**src/rtl/disp_regif_pkg.sv**
```systemverilog
package disp_regif_pkg;

  localparam int unsigned AW     = 21;
  localparam int unsigned DW     = 32;
  localparam int unsigned NCUR   = 3;
  localparam int unsigned RGB_W  = 24;
  localparam int unsigned PAT_W  = 16;

  localparam logic [AW-1:0] A_HSIZE  = 21'h000118;
  localparam logic [AW-1:0] A_VSIZE  = 21'h000150;
  localparam logic [AW-1:0] A_CTRL   = 21'h000300;
  localparam logic [AW-1:0] A_TOP    = 21'h000400;
  localparam logic [AW-1:0] A_CURCOL = 21'h000508;
  localparam logic [AW-1:0] A_CPOS   = 21'h000638;
  localparam logic [AW-1:0] A_CLEAR  = 21'h100000;

  localparam int unsigned BLANK_BIT = 10;
  localparam int unsigned NOCUR_BIT = 23;
  localparam int unsigned DEPTH_LSB = 20;

  typedef enum logic [3:0] {
    TGT_NONE, TGT_COLOR, TGT_CURCOL, TGT_PATTERN, TGT_CTRL, TGT_TOP,
    TGT_CPOS, TGT_HSIZE, TGT_VSIZE, TGT_CLEAR, TGT_TIMING
  } tgt_e;

  // pixel depth from the three-bit control code, 0 means no valid depth
  function automatic logic [4:0] depth_bpp(input logic [2:0] code);
    case (code)
      3'd0:    return 5'd1;
      3'd1:    return 5'd2;
      3'd2:    return 5'd4;
      3'd3:    return 5'd8;
      3'd4:    return 5'd15;
      3'd5:    return 5'd16;
      default: return 5'd0;
    endcase
  endfunction

  // video timing offsets that are accepted and dropped
  function automatic logic is_timing(input logic [AW-1:0] a);
    return a inside {21'h000, 21'h108, 21'h110, 21'h120, 21'h128, 21'h130,
                     21'h138, 21'h140, 21'h148, 21'h158, 21'h160, 21'h168,
                     21'h170, 21'h200};
  endfunction

endpackage

```
**src/rtl/disp_addr_decode.sv**
```systemverilog
module disp_addr_decode
  import disp_regif_pkg::*;
(
  input  logic [AW-1:0] addr_i,
  output tgt_e          tgt_o,
  output logic [8:0]    idx_o
);

  logic on_grid;
  assign on_grid = (addr_i[2:0] == 3'b000);

  always_comb begin
    tgt_o = TGT_NONE;
    idx_o = '0;
    if (on_grid) begin
      if ((addr_i >> 11) == AW'(1)) begin
        tgt_o = TGT_COLOR;
        idx_o = {1'b0, addr_i[10:3]};
      end else if ((addr_i >> 12) == AW'(1)) begin
        tgt_o = TGT_PATTERN;
        idx_o = addr_i[11:3];
      end else if (addr_i inside {A_CURCOL, A_CURCOL + AW'(8), A_CURCOL + AW'(16)}) begin
        tgt_o = TGT_CURCOL;
        idx_o = 9'({7'd0, addr_i[4:3]} - 9'd1);
      end else begin
        case (addr_i)
          A_CTRL:  tgt_o = TGT_CTRL;
          A_TOP:   tgt_o = TGT_TOP;
          A_CPOS:  tgt_o = TGT_CPOS;
          A_HSIZE: tgt_o = TGT_HSIZE;
          A_VSIZE: tgt_o = TGT_VSIZE;
          A_CLEAR: tgt_o = TGT_CLEAR;
          default: tgt_o = is_timing(addr_i) ? TGT_TIMING : TGT_NONE;
        endcase
      end
    end
  end

endmodule

```
**src/rtl/disp_depth_decode.sv**
```systemverilog
module disp_depth_decode
  import disp_regif_pkg::*;
(
  input  logic       clk_i,
  input  logic       rst_ni,
  input  logic [2:0] code_i,
  output logic [4:0] bpp_o
);

  assign bpp_o = depth_bpp(code_i);

  assert_depth_legal_R8: assert property (@(posedge clk_i) disable iff (!rst_ni)
    bpp_o inside {5'd0, 5'd1, 5'd2, 5'd4, 5'd8, 5'd15, 5'd16});

  assert_depth_reserved_R8: assert property (@(posedge clk_i) disable iff (!rst_ni)
    (code_i[2:1] == 2'b11) |-> (bpp_o == 5'd0));

endmodule

```
**src/rtl/disp_irq_ctrl.sv**
```systemverilog
module disp_irq_ctrl (
  input  logic clk_i,
  input  logic rst_ni,
  input  logic set_i,
  input  logic clr_i,
  output logic irq_o
);

  always_ff @(posedge clk_i or negedge rst_ni) begin
    if (!rst_ni)    irq_o <= 1'b0;
    else if (set_i) irq_o <= 1'b1;
    else if (clr_i) irq_o <= 1'b0;
  end

  assert_irq_set_R11: assert property (@(posedge clk_i) disable iff (!rst_ni)
    set_i |=> irq_o);

  assert_irq_clear_R11: assert property (@(posedge clk_i) disable iff (!rst_ni)
    (clr_i && !set_i) |=> !irq_o);

  assert_irq_hold_R11: assert property (@(posedge clk_i) disable iff (!rst_ni)
    (!set_i && !clr_i) |=> $stable(irq_o));

endmodule

```
**src/rtl/disp_regif.sv**
```systemverilog
module disp_regif
  import disp_regif_pkg::*;
#(
  parameter int unsigned SIZE_W = 12
) (
  input  logic                  clk_i,
  input  logic                  rst_ni,
  input  logic                  req_i,
  input  logic                  we_i,
  input  logic [20:0]           addr_i,
  input  logic [31:0]           wdata_i,
  output logic                  ready_o,
  output logic [31:0]           rdata_o,
  input  logic                  frame_done_i,
  output logic                  irq_o,
  output logic                  color_we_o,
  output logic [7:0]            color_idx_o,
  output logic [23:0]           color_rgb_o,
  output logic                  pat_we_o,
  output logic [8:0]            pat_idx_o,
  output logic [15:0]           pat_bits_o,
  output logic                  tbl_clear_o,
  output logic [SIZE_W+1:0]     width_px_o,
  output logic [SIZE_W-1:0]     height_ln_o,
  output logic [31:0]           ctrl_o,
  output logic                  blank_o,
  output logic                  cursor_off_o,
  output logic [4:0]            depth_bpp_o,
  output logic [31:0]           top_o,
  output logic [11:0]           cursor_x_o,
  output logic [11:0]           cursor_y_o,
  output logic [71:0]           cur_pal_o
);

  localparam int unsigned POS_W = 24;

  // decoded access events, named for the assertions
  tgt_e       tgt;
  logic [8:0] idx;
  logic       wr_evt;
  logic       rd_evt;
  logic       clear_evt;

  assign wr_evt    = req_i && we_i;
  assign rd_evt    = req_i && !we_i;
  assign clear_evt = wr_evt && (tgt == TGT_CLEAR);

  disp_addr_decode u_decode (
    .addr_i (addr_i),
    .tgt_o  (tgt),
    .idx_o  (idx)
  );

  // stored configuration
  logic [DW-1:0]     ctrl_q;
  logic [DW-1:0]     top_q;
  logic [POS_W-1:0]  cpos_q;
  logic [SIZE_W-1:0] hsize_q;
  logic [SIZE_W-1:0] vsize_q;

  always_ff @(posedge clk_i or negedge rst_ni) begin
    if (!rst_ni) begin
      ctrl_q  <= '0;
      top_q   <= '0;
      cpos_q  <= '0;
      hsize_q <= '0;
      vsize_q <= '0;
    end else if (clear_evt) begin
      ctrl_q  <= '0;
      top_q   <= '0;
      cpos_q  <= '0;
      hsize_q <= '0;
      vsize_q <= '0;
    end else if (wr_evt) begin
      case (tgt)
        TGT_CTRL:  ctrl_q  <= wdata_i;
        TGT_TOP:   top_q   <= wdata_i;
        TGT_CPOS:  cpos_q  <= wdata_i[POS_W-1:0];
        TGT_HSIZE: hsize_q <= wdata_i[SIZE_W-1:0];
        TGT_VSIZE: vsize_q <= wdata_i[SIZE_W:1];
        default: ;
      endcase
    end
  end

  // cursor colour set, one register per entry
  for (genvar k = 0; k < NCUR; k++) begin : g_curcol
    logic [RGB_W-1:0] col_q;
    logic             hit;
    assign hit = wr_evt && (tgt == TGT_CURCOL) && (idx[1:0] == 2'(k));
    always_ff @(posedge clk_i or negedge rst_ni) begin
      if (!rst_ni)        col_q <= '0;
      else if (clear_evt) col_q <= '0;
      else if (hit)       col_q <= wdata_i[RGB_W-1:0];
    end
    assign cur_pal_o[k*RGB_W +: RGB_W] = col_q;
  end

  // read data, scaled back to the written units
  logic [DW-1:0] rd_val;
  always_comb begin
    case (tgt)
      TGT_CURCOL: rd_val = DW'(cur_pal_o[32'(idx[1:0]) * RGB_W +: RGB_W]);
      TGT_CTRL:   rd_val = ctrl_q;
      TGT_HSIZE:  rd_val = DW'(hsize_q);
      TGT_VSIZE:  rd_val = DW'({vsize_q, 1'b0});
      default:    rd_val = '0;
    endcase
  end

  // response and external table write ports
  always_ff @(posedge clk_i or negedge rst_ni) begin
    if (!rst_ni) begin
      ready_o     <= 1'b0;
      rdata_o     <= '0;
      color_we_o  <= 1'b0;
      color_idx_o <= '0;
      color_rgb_o <= '0;
      pat_we_o    <= 1'b0;
      pat_idx_o   <= '0;
      pat_bits_o  <= '0;
      tbl_clear_o <= 1'b0;
    end else begin
      ready_o     <= req_i;
      rdata_o     <= rd_evt ? rd_val : '0;
      color_we_o  <= wr_evt && (tgt == TGT_COLOR);
      pat_we_o    <= wr_evt && (tgt == TGT_PATTERN);
      tbl_clear_o <= clear_evt;
      if (wr_evt && (tgt == TGT_COLOR)) begin
        color_idx_o <= idx[7:0];
        color_rgb_o <= wdata_i[RGB_W-1:0];
      end
      if (wr_evt && (tgt == TGT_PATTERN)) begin
        pat_idx_o  <= idx;
        pat_bits_o <= wdata_i[PAT_W-1:0];
      end
    end
  end

  disp_depth_decode u_depth (
    .clk_i  (clk_i),
    .rst_ni (rst_ni),
    .code_i (ctrl_q[DEPTH_LSB +: 3]),
    .bpp_o  (depth_bpp_o)
  );

  disp_irq_ctrl u_irq (
    .clk_i  (clk_i),
    .rst_ni (rst_ni),
    .set_i  (frame_done_i),
    .clr_i  (wr_evt),
    .irq_o  (irq_o)
  );

  assign width_px_o   = {hsize_q, 2'b00};
  assign height_ln_o  = vsize_q;
  assign ctrl_o       = ctrl_q;
  assign blank_o      = ctrl_q[BLANK_BIT];
  assign cursor_off_o = ctrl_q[NOCUR_BIT];
  assign top_o        = top_q;
  assign cursor_x_o   = cpos_q[23:12];
  assign cursor_y_o   = cpos_q[11:0];

  assert_ready_follows_req_R1: assert property (@(posedge clk_i) disable iff (!rst_ni)
    req_i |=> ready_o);

  assert_ready_idle_R1: assert property (@(posedge clk_i) disable iff (!rst_ni)
    !req_i |=> !ready_o);

  assert_color_port_origin_R2: assert property (@(posedge clk_i) disable iff (!rst_ni)
    color_we_o |-> ($past(wr_evt) && !pat_we_o && !tbl_clear_o));

  assert_pattern_port_origin_R4: assert property (@(posedge clk_i) disable iff (!rst_ni)
    pat_we_o |-> ($past(wr_evt) && !color_we_o));

  assert_width_scale_R5: assert property (@(posedge clk_i) disable iff (!rst_ni)
    (wr_evt && tgt == TGT_HSIZE) |=> (width_px_o[1:0] == 2'b00));

  assert_clear_all_R10: assert property (@(posedge clk_i) disable iff (!rst_ni)
    (clear_evt && !frame_done_i) |=> (ctrl_o == '0 && top_o == '0 && width_px_o == '0
      && height_ln_o == '0 && cur_pal_o == '0 && tbl_clear_o && !irq_o));

  assert_timing_ignored_R12: assert property (@(posedge clk_i) disable iff (!rst_ni)
    (wr_evt && tgt == TGT_TIMING) |=> ($stable(ctrl_o) && $stable(top_o)
      && $stable(width_px_o) && $stable(height_ln_o) && $stable(cur_pal_o)
      && !color_we_o && !pat_we_o));

  assert_unmapped_read_zero_R13: assert property (@(posedge clk_i) disable iff (!rst_ni)
    (rd_evt && tgt == TGT_NONE) |=> (rdata_o == '0));

endmodule

```
**config.mk**
```make
export PLATFORM = sky130hd
export DESIGN_NAME = disp_regif
export DESIGN_NICKNAME = d
export VERILOG_FILES = /design/src/rtl/disp_regif_pkg.sv /design/src/rtl/disp_addr_decode.sv /design/src/rtl/disp_depth_decode.sv /design/src/rtl/disp_irq_ctrl.sv /design/src/rtl/disp_regif.sv
export SDC_FILE = /design/constraint.sdc
export NUM_CORES = 1
export LEC_CHECK = 0
export BUFFER_PORTS_ARGS = -buffer_cell sky130_fd_sc_hd__buf_2
export CAP_MARGIN = 25
export CORE_UTILIZATION = 25
export DETAILED_ROUTE_END_ITERATION = 6
export RECOVER_POWER = 50
export SYNTH_ARGS = -nofsm -noshare
export SYNTH_HDL_FRONTEND = slang
export SYNTH_SLANG_ARGS = --single-unit
```
**constraint.sdc**
```tcl
create_clock -name clk_i -period 0.95 [get_ports clk_i]
set_input_delay 0.095 -clock clk_i [delete_from_list [all_inputs] [get_ports clk_i]]
set_output_delay 0.095 -clock clk_i [all_outputs]
set_load 0.005 [all_outputs]
```
Word level (Yosys, flattened, before mapping) --
Cells that the tools add are included.
Word-level totals: bits in registers 278, input port bits 58, output and inout bits 287, logic and storage cells 128
Cells by class: $add $sub $neg 1, multiply operators 1, equality and inequality tests 40, shift-type cells 1, multiplexer cells 36, reductions and logical operators 31
Operator list (count):
- $eq A21 B9 Y1 const B | 14
- $mux W32 | 7
- $mux W24 | 9
- $pmux W32 S4 | 1
- $eq A21 B11 Y1 const B | 5
- $mux W12 | 6
- $shiftx A72 B8 Y24 | 1
- $eq A21 B10 Y1 const B | 2
- $mux W9 | 4
- $pmux W5 S6 | 1
- $pmux W4 S6 | 1
- $eq A21 B21 Y1 const B | 1
- $logic_not A21 Y1 | 1
- $mux W4 | 5
- $reduce_bool A2 Y1 | 10
- $eq A4 B3 Y1 const B | 4
- $reduce_bool A14 Y1 | 1
- $eq A10 B1 Y1 const B | 1
- $reduce_and A2 Y1 | 5
- $eq A9 B1 Y1 const B | 1
- $logic_and A1 B1 Y1 | 9
- $eq A4 B2 Y1 const B | 2
- $eq A4 B4 Y1 const B | 2
- $eq A3 B2 Y1 const B | 2
- 12 further kinds | 15

Longest topological paths before layout --
Gate-level depths: netlist of the first run.
depth after elaboration 13, depth in mapped cells 12

Hierarchy --
Synthesis of the first run repeated with hierarchy kept, for this count alone.
Second synthesis, totals: cell total of the unflattened synthesis 1153, area total of the unflattened synthesis 12156.7 sq um
By module, submodules not included:
- disp_regif | times used 1, cells an instance 1053, area each 11538.6 sq um
- disp_addr_decode | times used 1, cells an instance 88, area each 529.3 sq um
- disp_depth_decode | times used 1, cells an instance 9, area each 52.6 sq um
- disp_irq_ctrl | times used 1, cells an instance 3, area each 36.3 sq um

Least setup slack after synthesis of the first run --
OpenSTA, ideal clock, no wires.
kind in2reg, start input addr_i[19], end register top_q[10] (netlist: top_o[10]), library setup time 0.125 ns, arrival 2.459 ns, setup slack -1.634 ns, stages on the path 10, path buffers 3, path through or4_4 -> buf_6 -> nor4_4 -> and2_1 -> buf_4 -> nand4bb_1 -> nor3_2 -> nor4_4 -> buf_6 -> mux2_4
Between the ends: longest elaborated chain between the ends 12, elaborated cells between the ends (all ways) 40, those cells by class 26 x eq/ne; 7 x mux; 7 x reduce/logical
RTL lines:
- start, declared | line disp_regif.sv:10 | input logic [20:0] addr_i,
- $eq A21 B9 Y1, or another cell as far along | line disp_regif_pkg.sv:41 | return a inside {21'h000, 21'h108, 21'h110, 21'h120, 21'h128, 21'h130,
- $reduce_bool A14 Y1 | line disp_regif_pkg.sv:41
- $mux W4 | line disp_addr_decode.sv:33 | default: tgt_o = is_timing(addr_i) ? TGT_TIMING : TGT_NONE;
- $pmux W4 S6 | line disp_addr_decode.sv:26 | case (addr_i)
- $mux W4 | line disp_addr_decode.sv:22 | end else if (addr_i inside {A_CURCOL, A_CURCOL + AW'(8), A_CURCOL + AW'(16)}) begin
- $mux W4 | line disp_addr_decode.sv:19 | end else if ((addr_i >> 12) == AW'(1)) begin
- $mux W4 (*) | line disp_addr_decode.sv:16 | if ((addr_i >> 11) == AW'(1)) begin
- $mux W4 (*) | line disp_addr_decode.sv:15 | if (on_grid) begin
- $eq A4 B4 Y1 | line disp_regif.sv:46 | assign clear_evt = wr_evt && (tgt == TGT_CLEAR);
- $logic_and A1 B1 Y1 | line disp_regif.sv:46
- $reduce_bool A2 Y1 (no source line)
- $reduce_and A2 Y1 (no source line)
- end signal, assigned | line disp_regif.sv:77 | TGT_TOP: top_q <= wdata_i;
- end, declared | line disp_regif.sv:56 | logic [DW-1:0] top_q;
Mark *: on every way between the ends. The rest lies on a longest branch, timed or not. A chain may end at the register's enable or synchronous reset.

Final worst setup path of the first run --
start input addr_i[19], end register color_rgb_o[19]
Between the ends: longest elaborated chain between the ends 10, elaborated cells between the ends (all ways) 35, those cells by class 25 x eq/ne; 6 x mux; 4 x reduce/logical
RTL lines:
- $eq A21 B9 Y1, or another cell as far along | line disp_regif_pkg.sv:41
- $reduce_bool A14 Y1 | line disp_regif_pkg.sv:41
- $mux W4 | line disp_addr_decode.sv:33
- $pmux W4 S6 | line disp_addr_decode.sv:26
- $mux W4 | line disp_addr_decode.sv:22
- $mux W4 | line disp_addr_decode.sv:19
- $mux W4 (*) | line disp_addr_decode.sv:16
- $mux W4 (*) | line disp_addr_decode.sv:15
- $eq A4 B1 Y1 (*) | line disp_regif.sv:129 | if (wr_evt && (tgt == TGT_COLOR)) begin
- $logic_and A1 B1 Y1 (*) | line disp_regif.sv:129
- end signal, assigned | line disp_regif.sv:131 | color_rgb_o <= wdata_i[RGB_W-1:0];
- end, declared | line disp_regif.sv:18 | output logic [23:0] color_rgb_o,
Marks and branches as above.

==> out/results.ini, run 1 <==
[placement]
gp_congestion=0.871
dp_cells=2182
hpwl_mm=32.7
portBuffers=342

[global_routing]
antenna_found_initial=0
grt_usage=0.185
grt_pass1_vias=11000
grt_pass1_wl_mm=70.2
grt_max_degree=36
grt_overflow=0

[run_status]
violations=setup timing
outcome=finished with violations

[floorplanning]
die_area_um2=51300
rows=81
die_x_um=227
die_h_um=227
ios=345
core_area_um2=49400
start_util=0.255

[synthesis]
synth_area_um2=12600
yosys_warnings=0
synth-async-reset-ratio=1.00
yosysTopAreaCell=dfrtp_1
yosysMostFrequentCell=dfrtp_1
yosys-top-cells-area=dfrtp_1, mux2i_1, mux2_2, nor2_1, mux2_4
netlist_instances=1072
synth_common_cells=dfrtp_1, nor2_1, mux2i_1, nand2_1, mux2_2
synth_edf_count=0
ys_seq_area_frac=0.552
ys_ff_latch=278
ys_types=57
synth_top_area_share=0.552
synth.avg_cell_area_um2=11.8
synth-main-ff-cell=dfrtp_1

[timing]
layout_setup_ws_ps=-1150
whs_ps=61.3
post-route-period-util=2.21
setup_viol=561
report.final.slew_viol_count=0
clock_skew_ps=12.4
rsz0062_at_grt=true
slew_headroom=0.511
fin_crit_ps=2100
report.final.hold_viol_count=0
worst_pin_slew_ps=734
max_freq_ghz=0.475

[cts]
clock_latency_ps=530
cts_buffer_depth=3
cts_buffers=34
h-tree-depth=2
clkTransAtPathRegs_ps=60
cts_sinks=278
cts-root-buf=clkbuf_16
tritoncts=yes

[worst_setup_path]
end_kind=register
crit_fanout=8
worstPathRequired_ps=1360
crit_arrival_ps=2520
critPathKind=input pin to register
start_kind=input pin

[routing]
drt-pass1-iter-count=5
vias_per_cell=4.67
vias=11000
wl_per_cell_um=22.0
drc=0
drt_wl_total_mm=51.8
drt_iter0_drc=589
ant_nets=0

[layout]
fin_util=0.408
antennaDiodeCount=0
final_net_count=1720
layout.cells.non_filler=2348
area_growth_pct=59.6
final_layout_size_suffix_gt1_frac=0.523

[power]
p_per_area_nw_per_um2=1330
p_leak_uw=0.0114
power_uw=26700
peakVddDrop_uv=1260

[worst_hold_path]
hold_class=input pin to register

[flow_run]
drv_cap=0

[power by group]
group	switching, uW	internal [uW]	total (uW)
combinational	706	488	1190
clock	5120	8560	13700
sequential	5.75	11900	11900
[stage by stage]
step / TNS (ps) / cell area [um^2] / setup WS, ps
2_1_floorplan: -369620 / 12700 / -1580
3_3_place_gp: -433470 / 16600 / -1720
3_5_place_dp: -444320 / 16600 / -1760
4_1_cts: -343220 / 18800 / -1080
5_1_grt: -384820 / 20100 / -1220
6_report: -350910 / 20100 / -1150
[registers in the layout, indices dropped and copies added (netlist names)]
name            cells
g_curcol.col_q     72
ctrl_o             32
rdata_o            32
top_o              32
color_rgb_o        24
cpos_q             24
pat_bits_o         16
height_ln_o        12
hsize_q            12
pat_idx_o           9
color_idx_o         8
color_we_o          1
pat_we_o            1
ready_o             1
tbl_clear_o         1
u_irq.irq_o         1
[placed cells by master (no fill, tap or decap), types with 13 or more instances in the layout]
master,instances
nand2_1,43
mux2i_1,152
buf_16,13
nor2_4,19
a21oi_2,22
buf_2,340
buf_4,161
dfrtp_1,278
a22o_1,22
dlygate4sd3_1,35
buf_6,28
clkbuf_16,53
o21a_1,22
mux2_4,39
nand2_4,23
nor2b_1,33
buf_8,15
nor2_2,18
buf_12,32
nor2_1,128
mux2_2,48
[layer usage]
metal  vias to the layer above  GRT usage  part of all wire
li1                       4908          -                 -
met1                      5581      0.234              0.42
met2                       385      0.310              0.49
met3                        82     0.0362             0.057
met4                         0     0.0721             0.032
met5                         -          0                 0
[critical path, stage by stage]
cell     delay [ps]
buf_6            90
or4_4           610
nor3_4          280
nand4_1         210
buf_4           190
nand2_2          60
or3_4           150
buf_6           100
nor3_4           40
buf_6           130
buf_6           120
buf_12          140
mux2_4          290
[final timing paths]
kind                            slack, ps              endpoint  cells after the start        start
min in group asynchronous             170  g_curcol[2].col_q[7]                      2       rst_ni
max in group asynchronous              80             top_o[15]                      3       rst_ni
worst min-delay path                   60           u_irq.irq_o                      4         we_i
worst min register to register        480           u_irq.irq_o                      1  u_irq.irq_o
worst max-delay path                -1150       color_rgb_o[19]                     13   addr_i[19]
worst max register to register       -290            rdata_o[7]                      3   hsize_q[7]
[timing repair]
item                       in CTS  in global routing
setup endpoints to repair     561                561
setup buffers                  20                 20
pin swaps                      14                109
hold endpoints to repair      416                  0
cloned                          9                 24
gates resized for setup        65                184
hold buffers                   35                  0
[area by class of cell]
cell class              instances  area (um^2)
fillers                      4720        29200
flip-flops and latches        278         6960
multi-input cells             697         5920
repair buffers                645         5230
clock buffers                  50         1020
well taps                     664          831
clock inverters                 9          151
inverters                       5         18.8
[logic make-up (layout without fill, tap and decap cells)]
family / after synthesis / after routing / synth area share
compound gates: 108 / 108 / 0.0654
xor+xnor: 2 / 2 / 0.00139
fa+ha+maj: 1 / 1 / 0.000992
buf+inv: 98 / 709 / 0.0398
flops: 278 / 278 / 0.552
mux: 241 / 241 / 0.209
other cells: 1 / 2 / 0.000297
simple gates: 343 / 343 / 0.131
(Power assumes the default switching activity.)
==> inputs of run 2 (changes only) <==
--- a/config.mk
+++ b/config.mk
@@ -9,6 +9,7 @@
 export CAP_MARGIN = 25
 export CORE_UTILIZATION = 25
 export DETAILED_ROUTE_END_ITERATION = 6
+export PLACE_DENSITY = 0.46
 export RECOVER_POWER = 50
 export SYNTH_ARGS = -nofsm -noshare
 export SYNTH_HDL_FRONTEND = slang
==> out/results.ini, run 2 (synthesized netlist as in run 1, its figures left out) <==
[run_status]
outcome=finished with violations
violations=setup timing

[layout]
layout_common_cells=buf_2, dfrtp_1, buf_4, nor2_1, mux2i_1
layout_commonest_cell=buf_2
final_layout_size_suffix_gt1_frac=0.474
area_growth_pct=55.1
antennaDiodeCount=0
fin_util=0.396
largest_reg_flops=72
largest_register=g_curcol.col_q
final_net_count=1707

[routing]
drc=0
vias_per_cell=4.52
drt-pass1-iter-count=5
vias=10600
drt_wl_total_mm=51.0
drt_iter0_drc=474
wl_per_cell_um=21.8
ant_nets=0

[timing]
setup_viol=686
post-route-period-util=2.25
clock_skew_ps=26.5
finalSetupTns_ps=-358880
report.final.hold_viol_count=0
fin_crit_ps=2140
max_freq_ghz=0.467
report.final.slew_viol_count=0
slew_headroom=0.397
worst_pin_slew_ps=904
layout_setup_ws_ps=-1190
rsz0062_at_grt=true

[global_routing]
grt_overflow=0
grt_usage=0.199
grt_pass1_wl_mm=74.5
grt_max_degree=47
grt_pass1_vias=11100
antenna_found_initial=0

[placement]
gp_congestion=0.822
hpwl_mm=33.4
portBuffers=342
place_ws_ps=-1840

[power]
clock_power_share=0.530
peakVddDrop_uv=1060
p_per_area_nw_per_um2=1420
p_leak_uw=0.0110
power_switching_uw=6350
seqPwrFrac=0.427
p_int_uw=21400
switching_share=0.229
p_comb_frac=0.043

[floorplanning]
die_h_um=227
rows=81
die_x_um=227
ios=345
start_util=0.255
core_area_um2=49400
die_area_um2=51300

[worst_setup_path]
worstPathCellList=buf_6 > or4_4 > nor4_4 > buf_4 > and2_4 > nand4bb_4 > nor3_4 > nor4_4 > buf_6 > buf_12 > buf_16 > mux2_4
critPathKind=input pin to register
reg2reg_from=hsize_q[10]
worst_path_max_delay_cell=or4_4
cpPeakStageDelay_ps=590
regToRegSetupSlack_ps=-290
reg2reg_depth=3
crit_fanout=5
start_kind=input pin
crit_buf_inv=5
worstPathRequired_ps=1380
reg2reg_to=rdata_o[10]
crit_family=simple AND/OR/NAND/NOR gates
crit_arrival_ps=2570
end_kind=register

[cts]
cts-root-buf=clkbuf_16
clkTransAtPathRegs_ps=60
tritoncts=yes
h-tree-depth=2
cts_buffer_depth=3
cts_buffers=35
cts_sinks=278
clock_latency_ps=560

[worst_hold_path]
hold_class=input pin to asynchronous set/reset pin

[flow_run]
drv_cap=0

-- run 2: layout make-up --
| class | count | area, um^2 |
|---|---|---|
| Clock inverter | 16 | 238 |
| Inverter | 5 | 18.8 |
| Tap cell | 664 | 831 |
| Multi-Input combinational cell | 697 | 5480 |
| Sequential cell | 278 | 6960 |
| Fill cell | 4852 | 29800 |
| Timing Repair Buffer | 631 | 4990 |
| Clock buffer | 48 | 1040 |
-- run 2: worst max path at each step --
stage | start | cells past startpoint | endpoint
final | addr_i[19] | 12 | top_o[11]
after global routing | addr_i[19] | 12 | top_o[2]
after CTS | addr_i[19] | 11 | top_o[22]
after detailed placement | addr_i[1] | 11 | g_curcol[2].col_q[4]
after global placement | addr_i[1] | 11 | g_curcol[2].col_q[7]
after floorplan | addr_i[19] | 10 | top_o[10]
-- run 2: repair_timing --
item                                   in CTS  in global routing
hold buffers                               37                  0
setup buffers                              36                  4
pin swaps                                  15                  4
resized for setup                          82                 20
endpoints found under the hold margin     420                  0
cloned                                     22                  1
setup endpoints to repair                 561                565
-- run 2: per-layer routing --
metal / vias up / GRT usage / part of all wire / wire, um
li1: 4861 / - / - / -
met1: 5328 / 0.250 / 0.43 / 21900
met2: 303 / 0.335 / 0.49 / 24900
met3: 70 / 0.0481 / 0.057 / 2920
met4: 0 / 0.0602 / 0.024 / 1240
met5: - / 0 / 0 / 0
-- run 2: metrics by stage --
stage,power [uW],hold WS [ps],instances,cell area [um^2]
finish,27800,213,2339,19600
global route,28700,246,2339,19600
CTS,28200,-9.10,2336,19500
detailed placement,13200,0.728,2178,16600
global placement,13100,-3.14,2178,16600
floorplan,12400,-201,1073,12700
-- run 2: power groups by stage --
| stage | logic [uW] | clock network (uW) | registers (uW) |
|---|---|---|---|
| after global placement | 1070 | 0 | 12100 |
| after floorplan | 272 | 0 | 12100 |
| final | 1200 | 14700 | 11900 |
| after detailed placement | 1080 | 0 | 12100 |
| after CTS | 1230 | 15100 | 11900 |
| after global routing | 1320 | 15500 | 11900 |
